===== src/rtl/itimer_pkg.sv =====
package itimer_pkg;
  localparam int unsigned BUS_W  = 8;
  localparam int unsigned ADDR_W = 3;

  localparam int unsigned CTL_IE   = 7;
  localparam int unsigned CTL_SEL  = 4;
  localparam int unsigned CTL_CLR  = 3;
  localparam int unsigned CTL_EN   = 2;
  localparam int unsigned CTL_MODE = 1;
  localparam logic [BUS_W-1:0] CTL_KEEP_MASK = 8'hF6;

  typedef enum logic [ADDR_W-1:0] {
    ADDR_CTRL  = 3'd0,
    ADDR_CMP_A = 3'd1,
    ADDR_CMP_B = 3'd2,
    ADDR_PEND  = 3'd3,
    ADDR_CNT_A = 3'd4,
    ADDR_CNT_B = 3'd5
  } reg_addr_e;

  typedef enum logic [2:0] {
    SRC_DIV512 = 3'd0,
    SRC_DIV256 = 3'd1,
    SRC_DIV64  = 3'd2,
    SRC_DIV8   = 3'd3,
    SRC_SYS    = 3'd4,
    SRC_SUB    = 3'd5,
    SRC_EXT    = 3'd6,
    SRC_NONE   = 3'd7
  } clk_src_e;
endpackage


===== src/rtl/itimer_edge_sync.sv =====
module itimer_edge_sync #(
  parameter int unsigned STAGES = 2
) (
  input  logic clk,
  input  logic rst,
  input  logic async_in,
  output logic rise
);
  logic [STAGES:0] sh_q;

  always_ff @(posedge clk) begin
    if (rst) sh_q <= '0;
    else     sh_q <= {sh_q[STAGES-1:0], async_in};
  end

  assign rise = sh_q[STAGES-1] & ~sh_q[STAGES];
endmodule


===== src/rtl/itimer_tick_gen.sv =====
module itimer_tick_gen
  import itimer_pkg::*;
#(
  parameter int unsigned PRE_W       = 9,
  parameter int unsigned SYNC_STAGES = 2
) (
  input  logic       clk,
  input  logic       rst,
  input  logic [2:0] sel,
  input  logic       sub_clk,
  input  logic       ext_clk,
  output logic       tick
);
  localparam int unsigned TAP_512 = 9;
  localparam int unsigned TAP_256 = 8;
  localparam int unsigned TAP_64  = 6;
  localparam int unsigned TAP_8   = 3;
  localparam int unsigned N_ASYNC = 2;

  logic [PRE_W-1:0]   div_q;
  logic [N_ASYNC-1:0] async_src;
  logic [N_ASYNC-1:0] async_rise;

  always_ff @(posedge clk) begin
    if (rst) div_q <= '0;
    else     div_q <= div_q + 1'b1;
  end

  assign async_src = {ext_clk, sub_clk};

  for (genvar g = 0; g < N_ASYNC; g++) begin : g_sync
    itimer_edge_sync #(.STAGES(SYNC_STAGES)) u_sync (
      .clk      (clk),
      .rst      (rst),
      .async_in (async_src[g]),
      .rise     (async_rise[g])
    );
  end

  always_comb begin
    case (clk_src_e'(sel))
      SRC_DIV512: tick = &div_q[TAP_512-1:0];
      SRC_DIV256: tick = &div_q[TAP_256-1:0];
      SRC_DIV64:  tick = &div_q[TAP_64-1:0];
      SRC_DIV8:   tick = &div_q[TAP_8-1:0];
      SRC_SYS:    tick = 1'b1;
      SRC_SUB:    tick = async_rise[0];
      SRC_EXT:    tick = async_rise[1];
      default:    tick = 1'b0;
    endcase
  end
endmodule


===== src/rtl/itimer_count_core.sv =====
module itimer_count_core #(
  parameter int unsigned CNT_W = 8
) (
  input  logic             clk,
  input  logic             rst,
  input  logic             tick,
  input  logic             en,
  input  logic             wide_mode,
  input  logic             clr,
  input  logic [CNT_W-1:0] cmp_a,
  input  logic [CNT_W-1:0] cmp_b,
  output logic [CNT_W-1:0] cnt_a,
  output logic [CNT_W-1:0] cnt_b,
  output logic             hit_a,
  output logic             hit_b
);
  localparam int unsigned WIDE_W = 2 * CNT_W;

  logic              adv;
  logic [WIDE_W-1:0] wide_cnt;
  logic [WIDE_W-1:0] wide_cmp;
  logic              hit_wide;
  logic              hit_lo;
  logic              hit_hi;
  logic [WIDE_W-1:0] wide_nx;

  assign adv      = tick & en;
  assign wide_cnt = {cnt_b, cnt_a};
  assign wide_cmp = {cmp_b, cmp_a};
  assign hit_wide = adv & wide_mode & (wide_cnt == wide_cmp);
  assign hit_lo   = adv & ~wide_mode & (cnt_a == cmp_a);
  assign hit_hi   = adv & ~wide_mode & (cnt_b == cmp_b);
  assign hit_a    = hit_wide | hit_lo;
  assign hit_b    = hit_hi;

  always_comb begin
    wide_nx = wide_cnt;
    if (clr) begin
      wide_nx = '0;
    end else if (adv) begin
      if (wide_mode) begin
        wide_nx = hit_wide ? '0 : wide_cnt + 1'b1;
      end else begin
        wide_nx[CNT_W-1:0]      = hit_lo ? '0 : cnt_a + 1'b1;
        wide_nx[WIDE_W-1:CNT_W] = hit_hi ? '0 : cnt_b + 1'b1;
      end
    end
  end

  always_ff @(posedge clk) begin
    if (rst) begin
      cnt_a <= '0;
      cnt_b <= '0;
    end else begin
      cnt_a <= wide_nx[CNT_W-1:0];
      cnt_b <= wide_nx[WIDE_W-1:CNT_W];
    end
  end
endmodule


===== src/rtl/interval_timer_top.sv =====
module interval_timer_top
  import itimer_pkg::*;
#(
  parameter int unsigned PRE_W       = 9,
  parameter int unsigned SYNC_STAGES = 2
) (
  input  logic              clk,
  input  logic              rst,
  input  logic              wr_en,
  input  logic              rd_en,
  input  logic [ADDR_W-1:0] addr,
  input  logic [BUS_W-1:0]  wdata,
  output logic [BUS_W-1:0]  rdata,
  input  logic              sub_clk,
  input  logic              ext_clk,
  output logic              irq_a,
  output logic              irq_b
);
  localparam int unsigned CNT_W = BUS_W;

  logic [BUS_W-1:0] ctrl_q;
  logic [CNT_W-1:0] cmp_a_q, cmp_b_q;
  logic [CNT_W-1:0] cnt_a, cnt_b;
  logic [1:0]       pend_q, pend_nx;
  logic             hit_a, hit_b;
  logic             tick;
  logic             clr_req;
  logic             wr_ctrl, wr_pend;

  assign wr_ctrl = wr_en && (addr == ADDR_CTRL);
  assign wr_pend = wr_en && (addr == ADDR_PEND);
  assign clr_req = wr_ctrl && wdata[CTL_CLR];

  itimer_tick_gen #(.PRE_W(PRE_W), .SYNC_STAGES(SYNC_STAGES)) u_tick (
    .clk     (clk),
    .rst     (rst),
    .sel     (ctrl_q[CTL_SEL +: 3]),
    .sub_clk (sub_clk),
    .ext_clk (ext_clk),
    .tick    (tick)
  );

  itimer_count_core #(.CNT_W(CNT_W)) u_core (
    .clk       (clk),
    .rst       (rst),
    .tick      (tick),
    .en        (ctrl_q[CTL_EN]),
    .wide_mode (ctrl_q[CTL_MODE]),
    .clr       (clr_req),
    .cmp_a     (cmp_a_q),
    .cmp_b     (cmp_b_q),
    .cnt_a     (cnt_a),
    .cnt_b     (cnt_b),
    .hit_a     (hit_a),
    .hit_b     (hit_b)
  );

  always_ff @(posedge clk) begin
    if (rst) begin
      ctrl_q  <= '0;
      cmp_a_q <= '0;
      cmp_b_q <= '0;
    end else if (wr_en) begin
      case (reg_addr_e'(addr))
        ADDR_CTRL:  ctrl_q  <= wdata & CTL_KEEP_MASK;
        ADDR_CMP_A: cmp_a_q <= wdata;
        ADDR_CMP_B: cmp_b_q <= wdata;
        default: ;
      endcase
    end
  end

  always_comb begin
    pend_nx = pend_q;
    if (wr_pend) pend_nx = pend_q & wdata[1:0];
    pend_nx = pend_nx | {hit_b, hit_a};
  end

  always_ff @(posedge clk) begin
    if (rst) begin
      pend_q <= '0;
      irq_a  <= 1'b0;
      irq_b  <= 1'b0;
    end else begin
      pend_q <= pend_nx;
      irq_a  <= ctrl_q[CTL_IE] & pend_q[0];
      irq_b  <= ctrl_q[CTL_IE] & pend_q[1] & ~ctrl_q[CTL_MODE];
    end
  end

  always_ff @(posedge clk) begin
    if (rst) begin
      rdata <= '0;
    end else if (rd_en) begin
      case (reg_addr_e'(addr))
        ADDR_CTRL:  rdata <= ctrl_q;
        ADDR_CMP_A: rdata <= cmp_a_q;
        ADDR_CMP_B: rdata <= cmp_b_q;
        ADDR_PEND:  rdata <= {{(BUS_W-2){1'b0}}, pend_q};
        ADDR_CNT_A: rdata <= cnt_a;
        ADDR_CNT_B: rdata <= cnt_b;
        default:    rdata <= '0;
      endcase
    end
  end
endmodule


===== config.mk =====
export PLATFORM = sky130hd
export DESIGN_NAME = interval_timer_top
export DESIGN_NICKNAME = d
export VERILOG_FILES = /design/src/rtl/itimer_pkg.sv /design/src/rtl/itimer_edge_sync.sv /design/src/rtl/itimer_tick_gen.sv /design/src/rtl/itimer_count_core.sv /design/src/rtl/interval_timer_top.sv
export SDC_FILE = /design/constraint.sdc
export NUM_CORES = 1
export LEC_CHECK = 0
export BUFFER_PORTS_ARGS = -buffer_cell sky130_fd_sc_hd__buf_2
export CORE_AREA = 2 2 79 119
export DETAILED_ROUTE_END_ITERATION = 10
export DIE_AREA = 0 0 81 121
export PLACE_DENSITY = 0.64
export SLEW_MARGIN = 10
export SYNTH_ARGS = -nofsm -noshare
export SYNTH_HDL_FRONTEND = slang
export SYNTH_HIERARCHICAL = 1
export SYNTH_SLANG_ARGS = --single-unit

===== constraint.sdc =====
create_clock -name clk -period 2.5 [get_ports clk]
set_input_delay 0.375 -clock clk [delete_from_list [all_inputs] [get_ports clk]]
set_output_delay 0.375 -clock clk [all_outputs]
set_load 0.03 [all_outputs]

Word level (Yosys, flattened, before mapping):

Cells that the tools add are included.

* register bits after elaboration: 65
* output and inout port bits: 10
* input bits: 17
* logic and storage cells: 67
* bits in latches: 0
* memories: 0
* memory bits (read-only): 0
* RAM bits: 0

* eq/ne operators: 14
* bitwise operators: 17
* order comparisons: 0
* shift-type cells: 0
* reduce and logical (&&, ||, !) cells: 13
* $mul: 0
* mux-type cells: 7
* $add $sub $neg: 4
* div/mod/pow operators: 0

Operator list (count)
* $pmux W8 S6: 1
* $mux W16: 2
* $add A16 B1 Y16 const B: 1
* $add A8 B1 Y8 const B: 2
* $eq A16 B16 Y1: 1
* $eq A8 B8 Y1: 2
* $mux W8: 2
* $eq A3 B3 Y1 const B: 5
* $eq A3 B2 Y1 const B: 4
* $and A1 B1 Y1: 11
* $add A9 B1 Y9 const B: 1
* $reduce_and A9 Y1: 1
* $reduce_and A8 Y1: 1
* $pmux W1 S7: 1
* $eq A3 B1 Y1 const B: 2
* $logic_not A3 Y1: 2
* $reduce_and A2 Y1: 3
* $reduce_and A6 Y1: 1
* $logic_and A1 B1 Y1: 3
* $not A1 Y1: 3
* $reduce_and A3 Y1: 1
* $and A2 B2 Y2: 1
* $mux W2: 1
* $or A2 B2 Y2: 1
* other kinds (2): 2

Logic depth before layout (Yosys ltp):

Gate-level depths: netlist of the first run.

* word-level depth: 8
* depth in mapped cells: 13
* depth with buffers taken out: 13

Cells and area by module:

The synthesis of the first run kept the hierarchy.

Modules (own cells, without submodules)
* interval_timer_top: area each 1577.8 um^2, cells each 173, sequential area each 680.7 um^2, instances 1
* itimer_count_core: area each 1253.7 um^2, cells each 160, sequential area each 320.3 um^2, instances 1
* itimer_tick_gen: area each 432.9 um^2, cells each 48, sequential area each 180.2 um^2, instances 1
* itimer_edge_sync: area each 87.6 um^2, cells each 7, sequential area each 60.1 um^2, instances 2

Worst setup path before layout of the first run:

No wires, ideal clock.

* path type: reg-to-reg
* from: reg u_tick.div_q[0]
* to: reg u_core.cnt_a[4]
* stages on the path, launching flop included: 14
* arrival time: 2276 ps
* period minus slack after synthesis: 2400 ps
* data required time: 2376 ps
* slack: 100 ps
* path buffers: 1
* library setup time: 124 ps
* path through: dfxtp_1 -> ha_1 -> nand3_1 -> nor2_1 -> and3_1 -> ha_1 -> inv_1 -> o311ai_0 -> a32o_1 -> and2_1 -> clkbuf_1 -> nand4_1 -> xor2_1 -> nor2_1

* cells in the longest elaborated chain, start to end: 7
* elaborated cells on any way between the ends: 13
* classes of those cells: mux (4); bitwise (5); reduce/logical (4)

RTL lines
* from (decl): line itimer_tick_gen.sv:20 `logic [PRE_W-1:0] div_q;`
* from (signal assigned): line itimer_tick_gen.sv:26 `else div_q <= div_q + 1'b1;`
* $reduce_and A9 Y1 (tied with other cells): line itimer_tick_gen.sv:42 `SRC_DIV512: tick = &div_q[TAP_512-1:0];`
* $pmux W1 S7 (*): line itimer_tick_gen.sv:41 `case (clk_src_e'(sel))`
* net tick: line interval_timer_top.sv:26 `logic tick;`
* $and A1 B1 Y1 (*): line itimer_count_core.sv:27 `assign adv = tick & en;`
* $and A1 B1 Y1, on equally long branches (2 in series): line itimer_count_core.sv:31, itimer_count_core.sv:30
* $mux W8 / $mux W16 (equally long branches): line itimer_count_core.sv:44, itimer_count_core.sv:42
* $mux W16: line itimer_count_core.sv:41 `if (wide_mode) begin`
* to (signal assigned): line itimer_count_core.sv:55 `cnt_a <= wide_nx[CNT_W-1:0];`
* to (decl): line itimer_count_core.sv:12 `output logic [CNT_W-1:0] cnt_a,`

The timed path passes the listed nets; every way through them passes the cells marked *.
A chain may end at the register's enable or synchronous reset.

Final worst setup path of the first run:

* from: reg u_tick.div_q[0]
* to: reg u_core.cnt_b[1]

* cells in the longest elaborated chain, start to end: 7
* elaborated cells on any way between the ends: 13
* classes of those cells: mux (4); bitwise (5); reduce/logical (4)

RTL lines
* $reduce_and A9 Y1 (tied with other cells): line itimer_tick_gen.sv:42
* $pmux W1 S7 (*): line itimer_tick_gen.sv:41
* net tick: line interval_timer_top.sv:26
* $and A1 B1 Y1 (*): line itimer_count_core.sv:27
* $and A1 B1 Y1, on equally long branches (2 in series): line itimer_count_core.sv:32, itimer_count_core.sv:30
* $mux W8 / $mux W16 (equally long branches): line itimer_count_core.sv:45, itimer_count_core.sv:42
* $mux W16: line itimer_count_core.sv:41
* to (signal assigned): line itimer_count_core.sv:56 `cnt_b <= wide_nx[WIDE_W-1:CNT_W];`
* to (decl): line itimer_count_core.sv:13 `output logic [CNT_W-1:0] cnt_b,`

Marks and branches as above.

==> results of run 1 <==
==> worst min-delay path by stage <==
stage               depth (start not counted)                                    endpoint                                        from  slack (ns)
floorplan                                   1  u_tick/g_sync[0].u_sync/sh_q[1]$_SDFF_PP0_  u_tick/g_sync[0].u_sync/sh_q[0]$_SDFF_PP0_        0.41
global placement                            1  u_tick/g_sync[1].u_sync/sh_q[1]$_SDFF_PP0_  u_tick/g_sync[1].u_sync/sh_q[0]$_SDFF_PP0_        0.43
detailed placement                          1  u_tick/g_sync[1].u_sync/sh_q[1]$_SDFF_PP0_  u_tick/g_sync[1].u_sync/sh_q[0]$_SDFF_PP0_        0.43
CTS                                         2  u_tick/g_sync[1].u_sync/sh_q[0]$_SDFF_PP0_                                     ext_clk        0.25
global route                                2  u_tick/g_sync[0].u_sync/sh_q[0]$_SDFF_PP0_                                     sub_clk        0.27
finish                                      2  u_tick/g_sync[1].u_sync/sh_q[0]$_SDFF_PP0_                                     ext_clk        0.26
==> stage by stage <==
step	power (mW)	setup WS [ns]	util (%)	hold slack (ns)	setup TNS, ns
3_5_place_dp	1.27	-0.0174	42.4	0.429	-0.0294
5_1_grt	2.53	0.00534	46.2	0.270	0
4_1_cts	2.47	0.0324	45.6	0.251	0
6_report	2.45	0.179	46.2	0.257	0
3_3_place_gp	1.27	0.0840	42.4	0.429	0
2_1_floorplan	1.21	0.100	-	0.414	0
==> routing by layer <==
| layer | vias to the layer above | global-route usage [%] |
|---|---|---|
| met4 | 0 | 10.9 |
| met3 | 26 | 3.94 |
| li1 | 1476 | - |
| met2 | 124 | 32.6 |
| met5 | - | 0 |
| met1 | 1401 | 22.7 |
==> sequential cells by signal, summed over array words and instances, names as in the netlist <==
signal                     flops
u_tick/g_sync.u_sync/sh_q      6
cmp_b_q                        8
u_core/cnt_a                   8
irq_a                          1
u_tick/div_q                   9
u_core/cnt_b                   8
pend_q                         2
rdata                          8
irq_b                          1
cmp_a_q                        8
ctrl_q                         6
==> cells in the final DEF (no fill, tap or decap), types with 3 or more instances in the layout <==
cell and n:
and3_1 5, a22oi_1 7, a21o_1 3, or3_1 3, nand4_2 3, dfxtp_1 64, a31oi_1 11, nor2b_1 16
nor4_4 3, a21oi_1 20, mux2i_1 17, buf_2 27, nand3b_1 4, inv_1 12, nand2_1 38, nor2_1 33
clkbuf_16 9, clkinv_2 4, nor4_1 6, nand4_1 9, nor3_1 9, xnor2_1 4, o21ai_0 15, buf_4 14
a211oi_1 4, nand3_1 11, xor2_1 25, ha_1 4, mux2_2 8
==> layout make-up <==
cell class	count	area share (%)
multi-input combinational	295	49.9
clock buffer	9	5.58
timing repair buffer	42	6.24
tap	110	3.41
sequential	65	32.3
inverter	12	1.12
clock inverter	6	1.46
==> worst max-delay path, stage by stage, from the launching register on <==
cell and delay (ns):
dfxtp_1 0.34, ha_2 0.20, nand3_2 0.10, nor2_2 0.11, and3_1 0.16, ha_1 0.13
inv_1 0.03, o311ai_1 0.22, a32o_2 0.18, nand2_2 0.10, buf_6 0.16, nor4_2 0.24
a22oi_1 0.10, a31oi_1 0.17
==> power by group <==
| part | switching (mW) | internal (mW) | total (mW) |
|---|---|---|---|
| clock network | 0.432 | 0.760 | 1.19 |
| registers | 0.0183 | 1.06 | 1.08 |
| logic | 0.114 | 0.0646 | 0.179 |
| total | 0.565 | 1.88 | 2.45 |
==> logic make-up (layout without fill, tap and decap cells) <==
group / count (synthesis) / after routing / share of synthesized area [%]
AO/OA/AOI/OAI: 77 / 77 / 14.6
multiplexers: 26 / 26 / 8.22
adder cells (fa/ha/maj): 5 / 5 / 1.82
flip-flops: 65 / 65 / 37.8
XOR/XNOR: 29 / 29 / 7.38
AND/OR/NAND/NOR: 158 / 158 / 25.2
buffers and inverters: 35 / 69 / 4.91
==> what timing repair did <==
action                                  4_1_cts  5_1_grt
pin swaps                                     2        2
gates cloned                                  0        1
endpoints found under the setup margin        2       15
gates resized for setup                       2       11
hold endpoints to repair                      0        0
==> reports/metrics.yaml, run 1 <==
grt-ovfl-total: 0
p_per_area_mw_per_mm2: 607
cts_tree: "yes"
grt_max_degree: 22
initial_utilization_pct: 39.4
grt_usage_pct: 19.5
cts_root_buf: "clkbuf_16"
dp.cells: 523
yosysTopAreaCell: "dfxtp_1"
finalMaxSlewViolations: 0
gp_congestion: 0.883
r2r_start: "u_tick/div_q[0]$_SDFF_PP0_"
hold_path.class: "in2reg"
tightest_slew_ns: 0.535
synth_area_mm2: 0.00344
yosysUniqueCellTypes: 54
status: "finished clean"
crit_required_ns: 2.75
drt_pass1_iterations: 8
fmax_mhz: 431
wirelength_mm: 8.90
drive_gt1_share_pct: 20.3
ant_nets: 0
fin_crit_ns: 2.32
slew_headroom_pct: 64.0
cts_num_sinks: 65
cts_setup_buffers: 0
synth_ff_type: "dfxtp_1"
clock_path_buffers: 2
clock_latency_ns: 0.33
die_y_um: 121
first_iter_violations: 287
grt_pass1_vias: 2815
fillers: 880
ys_ff_latch: 65
nets: 447
p_leak_nw: 1.59
cp-endpoint: "u_core/cnt_b[1]$_SDFFE_PP0N_"
yosysSeqAreaShare_pct: 37.8
setup_viol: 0
ys_top_cells_by_area: "dfxtp_1 (38%), xor2_1 (6.4%), mux2i_1 (4.9%)"
highest_layer: "met4"
synth_most_common_cell: "dfxtp_1"
drt-met1-wl_mm: 3.49
fin_skew_ns: 0.00613
startpoint: "u_tick/div_q[0]$_SDFF_PP0_"
via_per_inst: 5.62
dp_hpwl_mm: 6.48
reg2reg_to: "u_core/cnt_b[1]$_SDFFE_PP0N_"
vias: 3027
stdcell_count: 539
wl_per_cell_um: 16.5
finalHoldViolCount: 0
clkTransAtPathRegs_ns: 0.05
synth_edf_count: 0
vdd_drop_max_mv: 0.473
reg2reg_depth: 13
period_share_pct: 92.8
synth_area_per_cell_um2: 8.71
portBuffers: 26
fp.dieArea_mm2: 0.00980
drc: 0
arrival_ns: 2.57
ff_latch_area_mm2: 0.00130
ys_warn_count: 6
final_cell_area_mm2: 0.00403
wl_met3_um: 476
synth_top_area_share_pct: 37.8
yosys-top-cells-count: "dfxtp_1 (65), nand2_1 (39), nor2_1 (34), xor2_1 (25), a21oi_1 (20)"
multi_input_area_mm2: 0.00201
met2WireLength_mm: 4.53
synth_fp_nets: 417
cts_htree_levels: 3
rows: 42
ff2ff_setup_slack_ns: 0.18
cts_hold_buf: 0
core-area_mm2: 0.00872
async_flop_share_pct: 0
grt_antenna_before_repair: 0
grt_pass1_wl_mm: 14.4
critical_path.max_fanout: 6
drv_cap: 0
syn_inst: 395
place_area_mm2: 0.00370
ios: 27
cp-start-kind: "flop"
crit_path_end_kind: "flop"
diodes: 0
die_x_um: 81
path_class: "reg2reg"
rsz0062_at_grt: "yes"
syn_to_final_growth_pct: 17.2
cts_buffers: 9
Note: power is estimated with default switching activity, not from simulation.
==> run 2: changes to the inputs <==
- CORE_AREA: 2 2 79 119 -> 2 2 79 118
- DIE_AREA: 0 0 81 121 -> 0 0 81 120
- SYNTH_HIERARCHICAL: 1 -> not set
==> run 2 against run 1 <==
  * Final cell count decreased by 3.3%
  * Clock power increased by 12%
  * Sequential cell count stayed put
  * Clock skew is 0.0023 ns higher
  * Wire length rose by 2.4%
  * Synthesized cell count shrank 3.0%
==> reports/metrics.yaml, run 2 <==
status: "finished clean"  # unchanged
yosysTopAreaCell: "dfxtp_1"  # unchanged
diodes: 0  # unchanged
drive_gt1_share_pct: 18.5  # was 20.3%
core-area_mm2: 0.00872  # unchanged
fin_total_pwr_mw: 2.59  # was 2.45 mW
fin_ws_ns: 0.181  # was 0.179 ns
ys_top_cells_by_area: "dfxtp_1 (38%), xnor2_1 (5.4%), mux2i_1 (5.0%)"  # was dfxtp_1 (38%), xor2_1 (6.4%), mux2i_1 (4.9%)
rows: 42  # unchanged
final_cell_area_mm2: 0.00397  # was 0.00403 mm2
clock_path_buffers: 2  # unchanged
die_x_um: 81  # unchanged
fin_crit_ns: 2.32  # about the same
portBuffers: 26  # unchanged
crit_required_ns: 2.77  # was 2.75 ns
drc: 0  # unchanged
synth_area_mm2: 0.00340  # was 0.00344 mm2
via_per_inst: 5.59  # was 5.62
gp_congestion: 0.975  # was 0.883
syn_inst: 383  # was 395
pre_cts_slack_ns: 0.0907  # was -0.0174 ns
nets: 429  # was 447
synth_ff_type: "dfxtp_1"  # unchanged
crit_path_end_kind: "flop"  # unchanged
setup_viol: 0  # unchanged
fin_skew_ns: 0.00846  # was 0.00613 ns
fillers: 880  # unchanged
wirelength_mm: 9.12  # was 8.90 mm
async_flop_share_pct: 0  # unchanged
clock_latency_ns: 0.33  # about the same
ys_warn_count: 0  # was 6
synth_fp_nets: 405  # was 417
grt_antenna_before_repair: 0  # unchanged
ant_nets: 0  # unchanged
hold_path.class: "in2reg"  # unchanged
ios: 27  # unchanged
cts_hold_buf: 0  # unchanged
cts_htree_levels: 3  # unchanged
dp_hpwl_mm: 6.69  # was 6.48 mm
p_per_area_mw_per_mm2: 653  # was 607 mW/mm2
slew_headroom_pct: 58.1  # was 64.0%
synth_most_common_cell: "dfxtp_1"  # unchanged
wl_per_cell_um: 17.5  # was 16.5 um
drt_pass1_iterations: 5  # was 8
tightest_slew_ns: 0.628  # was 0.535 ns
place_area_mm2: 0.00362  # was 0.00370 mm2
arrival_ns: 2.59  # was 2.57 ns
grt_usage_pct: 20.2  # was 19.5%
ys_ff_latch: 65  # unchanged
clkTransAtPathRegs_ns: 0.05  # about the same
ff_latch_area_mm2: 0.00130  # about the same
post-route-util_pct: 45.6  # was 46.2%
critical_path.max_fanout: 8  # was 6
cts_buffers: 9  # unchanged
grt_pass1_vias: 2957  # was 2,815
vdd_drop_max_mv: 0.504  # was 0.473 mV
grt_max_degree: 38  # was 22
largest_reg_flops: 9  # unchanged
initial_utilization_pct: 39.0  # was 39.4%
fp.dieArea_mm2: 0.00972  # was 0.00980 mm2
finalMaxSlewViolations: 0  # unchanged
grt_pass1_wl_mm: 14.6  # was 14.4 mm
yosys-top-cells-count: "dfxtp_1 (65), nor2_1 (37), nand2_1 (33), a21oi_1 (26), xnor2_1 (21)"  # was dfxtp_1 (65), nand2_1 (39), nor2_1 (34), xor2_1 (25), a21oi_1 (20)
synth_edf_count: 0  # unchanged
cts_tree: "yes"  # unchanged
largest-register: "u_tick.div_q"  # was u_tick/div_q
multi_input_area_mm2: 0.00195  # was 0.00201 mm2
die_y_um: 120  # was 121 um
yosysUniqueCellTypes: 58  # was 54
whs_ns: 0.257  # about the same
synth_top_area_share_pct: 38.2  # was 37.8%
syn_to_final_growth_pct: 16.8  # was 17.2%
cp-start-kind: "flop"  # unchanged
synth_area_per_cell_um2: 8.89  # was 8.71 um2
vias: 2913  # was 3,027
finalHoldViolCount: 0  # unchanged
fmax_mhz: 431  # about the same
p_leak_nw: 1.38  # was 1.59 nW
period_share_pct: 92.8  # about the same
cts_root_buf: "clkbuf_16"  # unchanged
drv_cap: 0  # unchanged
first_iter_violations: 251  # was 287
path_class: "reg2reg"  # unchanged
yosysSeqAreaShare_pct: 38.2  # was 37.8%
mostFrequentLayoutCell: "dfxtp_1"  # unchanged
grt-ovfl-total: 0  # unchanged
layout_common_cells: "dfxtp_1 (65), nor2_1 (36), nand2_1 (33), a21oi_1 (26), buf_2 (26)"  # was dfxtp_1 (64), nand2_1 (38), nor2_1 (33), buf_2 (27), xor2_1 (25)
cts_num_sinks: 65  # unchanged
==> run 2: changes by cell type after synthesis, moves of 7 or more <==
cell,delta
xor2_1,-22
xnor2_1,+17
a31oi_1,-9
nand2b_1,+8
mux2_2,-7
nor4_1,-7
o21ai_0,-7
o31ai_1,+7
==> run 2: final timing paths <==
kind	startpoint	cells after the start	endpoint	slack [ns]
min	ext_clk	2	u_tick.g_sync[1].u_sync.sh_q[0]$_SDFF_PP0_	0.26
min reg2reg	u_tick.g_sync[0].u_sync.sh_q[0]$_SDFF_PP0_	1	u_tick.g_sync[0].u_sync.sh_q[1]$_SDFF_PP0_	0.44
max	u_tick.div_q[1]$_SDFF_PP0_	11	u_core.cnt_b[4]$_SDFFE_PP0N_	0.18
max reg2reg	u_tick.div_q[1]$_SDFF_PP0_	11	u_core.cnt_b[4]$_SDFFE_PP0N_	0.18
==> run 2: logic make-up (layout without fill, tap and decap cells) <==
| family | Yosys count | in the layout | synth area share [%] |
|---|---|---|---|
| compound gates | 90 | 90 | 19.3 |
| xor+xnor | 24 | 24 | 6.18 |
| fa+ha+maj | 5 | 5 | 1.84 |
| flops | 65 | 65 | 38.2 |
| simple gates | 143 | 143 | 21.5 |
| mux | 22 | 22 | 7.98 |
| buf+inv | 34 | 62 | 4.93 |
==> run 2: where the power goes <==
group          switching, mW  internal [mW]
Combinational          0.121         0.0665
Clock                  0.436          0.893
Sequential            0.0178           1.06
Total                  0.575           2.02
==> run 2: worst max-delay path, stage by stage, from the launching register on <==
cell and delay [ns]:
dfxtp_1 0.35, ha_2 0.20, nand2_1 0.08, nor2_2 0.12, and3_1 0.17, ha_1 0.14, nand2b_1 0.06, o21ai_2 0.20
o221ai_4 0.20, buf_4 0.21, a311oi_4 0.35, a32o_1 0.18
==> run 2: per-stage QoR <==
step	setup TNS [ns]	std cells
after floorplan	0	383
after global placement	0	504
after detailed placement	0	504
after CTS	0	519
after global routing	-0.00501	521
final	0	521
==> run 2: repair_timing <==
action	4_1_cts	5_1_grt
endpoints found under the setup margin	0	13
setup buffers	0	2
gates resized for setup	0	5
==> run 2: area by class of cell <==
type	instances	area share (%)
Timing Repair Buffer	41	6.20
Inverter	6	0.567
Sequential cell	65	32.7
Multi-Input combinational cell	284	49.2
Clock inverter	3	1.64
Clock buffer	12	6.20
Tap cell	110	3.46
==> run 2: layer usage <==
metal  vias up  global-route usage [%]  part of all wire [%]
li1       1431                       -                     -
met1      1366                    23.1                    40
met2        85                    33.0                    51
met3        31                    4.74                   4.3
met4         0                    12.8                   4.9
met5         -                       0                     0
